===== src/rtl/cfgchk_pkg.sv =====
package cfgchk_pkg;

    typedef enum logic [3:0] {
        PH_HUNT,
        PH_LEN,
        PH_FILL,
        PH_START,
        PH_DATA,
        PH_CHECK,
        PH_POST,
        PH_DONE,
        PH_ERR
    } phase_e;

    localparam logic [3:0] HDR_PAT     = 4'b0010;
    localparam logic [3:0] FILL_PAT    = 4'b1111;
    localparam logic [3:0] TRAILER_PAT = 4'b0110;
    localparam logic [7:0] CLOSE_PAT   = 8'b0111_1111;
    localparam int         SHORT_CHK   = 4;
    localparam int         LONG_CHK    = 11;

endpackage


===== src/rtl/cfgchk_trailer_cmp.sv =====
module cfgchk_trailer_cmp
    import cfgchk_pkg::*;
(
    input  logic        crc_mode,
    input  logic        last,
    input  logic [10:0] chk,
    input  logic [10:0] crc,
    output logic        pass
);
    always_comb begin
        if (!crc_mode) begin
            pass = (chk[3:0] == TRAILER_PAT);
        end else if (last) begin
            pass = (chk == crc);
        end else begin
            pass = (chk[3:0] == crc[3:0]);
        end
    end
endmodule


===== config.mk =====
export PLATFORM = sky130hd
export DESIGN_NAME = cfgchk_trailer_cmp
export DESIGN_NICKNAME = d
export VERILOG_FILES = /design/src/rtl/cfgchk_pkg.sv /design/src/rtl/cfgchk_trailer_cmp.sv
export SDC_FILE = /design/constraint.sdc
export NUM_CORES = 1
export LEC_CHECK = 0
export CAP_MARGIN = 10
export CORE_AREA = 2 2 39 41
export DETAILED_ROUTE_END_ITERATION = 7
export DIE_AREA = 0 0 41 43
export SLEW_MARGIN = 25
export SYNTH_ARGS = -nofsm -noshare
export SYNTH_HDL_FRONTEND = slang
export SYNTH_SLANG_ARGS = --single-unit

===== constraint.sdc =====
create_clock -name vclk -period 0.8
set_input_delay 0.08 -clock vclk [all_inputs]
set_output_delay 0.08 -clock vclk [all_outputs]
set_load 0.1 [all_outputs]

; ---- Yosys cells after proc, flatten, opt, wreduce, memory -nomap -nowiden
; Index checks and enable logic that the tools add are counted.
[word_totals]
reg_bits = 0
latchBits = 0
mem_bits_rw = 0
mem_bits_ro = 0
out_inout_bits = 1
elab_cells = 5
memories = 0
[classes]
addsub = 0
mul = 0
n_div = 0
n_lt_le_gt_ge = 0
eq_ne = 3
n_shift = 0
mux = 2
bitwise_logic = 0
n_reduce_logical = 0
[op_table]
columns = operator, count
row1 = 11-bit equality test, 1
row2 = 4-bit by 3-bit equality test with 1-bit output (second input constant), 1
row3 = 4-bit equality test, 1
row4 = 1-bit 2-to-1 mux, 2

; ---- Logic depth before layout (Yosys ltp)
[depth]
ltp_word = 3
mapped_depth = 4
depth_no_buf = 4

; ---- Worst setup path after synthesis
; No wires, ideal clock.
[synth_timing]
kind = input -> output
startpoint = in crc[10]
endpoint = out pass
t_arrival_ps = 1335
required_time_ps = 720
path_slack_ps = -615
cell_stages = 3
cell_sequence = xor2_1 > o41ai_2 > a22o_1
[synth_between]
elab_chain_len = 3
[synth_lines]
columns = item, line_no
row1 = from (decl), cfgchk_trailer_cmp.sv:7  ; input logic [10:0] crc,
row2 = 11-bit equality test, cfgchk_trailer_cmp.sv:14  ; pass = (chk == crc);
row3 = 1-bit 2-to-1 mux, cfgchk_trailer_cmp.sv:13  ; end else if (last) begin
row4 = 1-bit 2-to-1 mux, cfgchk_trailer_cmp.sv:11  ; if (!crc_mode) begin
row5 = to (decl), cfgchk_trailer_cmp.sv:8  ; output logic pass
; Every way passes these cells.

; ---- Worst setup path after layout
; Ends and elaborated chain as after synthesis.

==> impl_metrics.tcl <==
set metrics [dict create \
    hold_path_class "in -> out" \
    antenna_violations_before_repair 0 \
    grt_first_pass_wirelength_um 724 \
    report.final.hold_viol_count 0 \
    floorplan.die_area_um2 1763 \
    timing.fmax_mhz 879.4 \
    sequential_cell_area_um2 0 \
    cts.repair_timing.setup_buffer_count 0 \
    synthCells 17 \
    pin_count 25 \
    row_count 14 \
    synth.top_cell.area_share_pct 35.90 \
    yosys.cell_types.count 8 \
    diodes 0 \
    via_count_of_the_first_global_routing_pass 202 \
    nFlopsAndLatches 0 \
    crit_path_start "crc[10]" \
    place.detailed.hpwl_um 469.5 \
    drive_above_1_share_pct 65.12 \
    cp.required_ns 0.72 \
    critPathLaunchType "input port" \
    synth.area.top_cells "xor2_1 36%, xnor2_1 30%, o41ai_2 11%, a22o_1 6.0%, nor4b_1 6.0%" \
    drt_iter0_drc 0 \
    remaining_drc_errors 0 \
    placement.io_buffers 25 \
    timing.slew.headroom_pct 80.36 \
    synth_area_per_cell_um2 8.611 \
    die-width_um 41 \
    grt.overflow.total 0 \
    slew_viol_final 0 \
    vias_per_cell 3.695 \
    wl_per_cell_um 8.017 \
    yosysWarnings 0 \
    period_needed_ns 1.137 \
    multi_input_comb_area_um2 205.2 \
    placeableCoreArea_um2 1384 \
    place_ws_ns -0.7011 \
    wl_um 473 \
    filler_cell_count 146 \
    worst_slack_ns -0.3371 \
    synth_fp_nets 41 \
    maximum_number_of_pins_on_one_net_before_global_route_repair 3 \
    worstSetupPathType "in -> out" \
    ant_nets 0 \
    max-vdd-ir-drop_mv 0.1706 \
    syn-cell-area_um2 146.4 \
    die_height_um 43 \
    grt_setup_unrepaired "yes" \
    detailedRoute.firstPassIterationCount 1 \
    failed_checks "setup timing" \
    max_cap_violations 0 \
    vias 218 \
    gpl_congestion 0.5355 \
    cell_leakage_power_nw 0.2021 \
    worstSetupEndpointType "output pin" \
    initial_core_util_pct 10.58 \
    fin_setup_tns_ns -0.3371 \
    setup_viol 1 \
    powerDensity_nw_per_um2 470.7 \
    nNetsFinal 69 \
    cp_max_fo 1 \
    worst_hold_startpoint "chk[1]" \
    worstPathArrival_ns 1.06 \
    tightestPinTransition_ns 0.2914 \
    layout_worst_path_cycle_share_pct 142.1 \
    seq_area_frac_synth_pct 0 \
    synth_top_area_cell "xor2_1" \
    grt.total_usage_pct 5.611 \
    final.clkbuf_count 0 \
    power.total_mw 0.2079 \
    flow.area_growth_from_synthesis_pct 201.7 \
    run_status "finished with violations" \
]
cell families (layout without fill, tap and decap cells):
group | count (synthesis) | in the layout | synth area share, %
AOI/OAI and AO/OA | 2 | 2 | 17.10
and+or+nand+nor | 4 | 4 | 17.10
xor gates and xnor gates | 11 | 11 | 65.81
buffers and inverters | 0 | 26 | 0
final cells by class:
| type | instances | area share (%) |
|---|---|---|
| multi-input combinational | 17 | 46.46 |
| tap | 16 | 4.533 |
| timing repair buffer | 26 | 49.01 |
synthesized netlist by cell type:
cell type	instances
a22o_1	1
nor4b_1	1
o41ai_2	1
xor2_1	6
nor4_1	1
nand4_1	1
nand2_1	1
xnor2_1	5
layout by cell type (no fill, tap or decap):
| master | netlist | final |
|---|---|---|
| xnor2_2 | 0 | 3 |
| xor2_2 | 0 | 2 |
| a22o_4 | 0 | 1 |
| buf_6 | 0 | 6 |
| xnor2_1 | 5 | 2 |
| xor2_1 | 6 | 4 |
| clkdlybuf4s15_1 | 0 | 3 |
| o41ai_2 | 1 | 1 |
| clkdlybuf4s50_1 | 0 | 1 |
| nand4_1 | 1 | 1 |
| dlygate4sd2_1 | 0 | 3 |
| buf_2 | 0 | 7 |
| nor4_2 | 0 | 1 |
| nor4b_2 | 0 | 1 |
| nand2_1 | 1 | 1 |
| clkbuf_2 | 0 | 4 |
| buf_12 | 0 | 1 |
| buf_4 | 0 | 1 |
where the power goes:
part / leakage, nW / total [mW] / internal (mW) / switching, mW
logic: 0.202 / 0.208 / 0.129 / 0.0791
clock network: 0 / 0 / 0 / 0
registers: 0 / 0 / 0 / 0
total: 0.202 / 0.208 / 0.129 / 0.0791
metal layers:
metal	global-route usage [%]	vias to the layer above	wire, um
met5	0	-	0
met4	0	0	0
met3	0	0	21
met2	10.94	8	297
met1	6.709	98	154
li1	-	112	-
metrics by stage:
step	instances	util [%]	instance area (um2)	hold slack [ns]
finish	59	31.92	441.7	0.6490
global route	59	31.92	441.7	0.6846
CTS	59	31.92	441.7	0.7391
detailed placement	59	32.01	442.9	0.9309
global placement	59	32.01	442.9	0.9268
floorplan	17	-	155.1	0.4511
what timing repair did:
action,4_1_cts,5_1_grt
setup endpoints to repair,1,1
hold buffers,0,0
resized for setup,66,11
pin swaps,16,8
critical path: stages:
cell     delay, ns
buf_6         0.10
xor2_2        0.16
o41ai_2       0.38
a22o_4        0.17
buf_12        0.16
final timing paths:
path  slack [ns]   end  cells past startpoint
min         0.65  pass                      4
max        -0.34  pass                      5
Power figures use the tool's default switching activity.
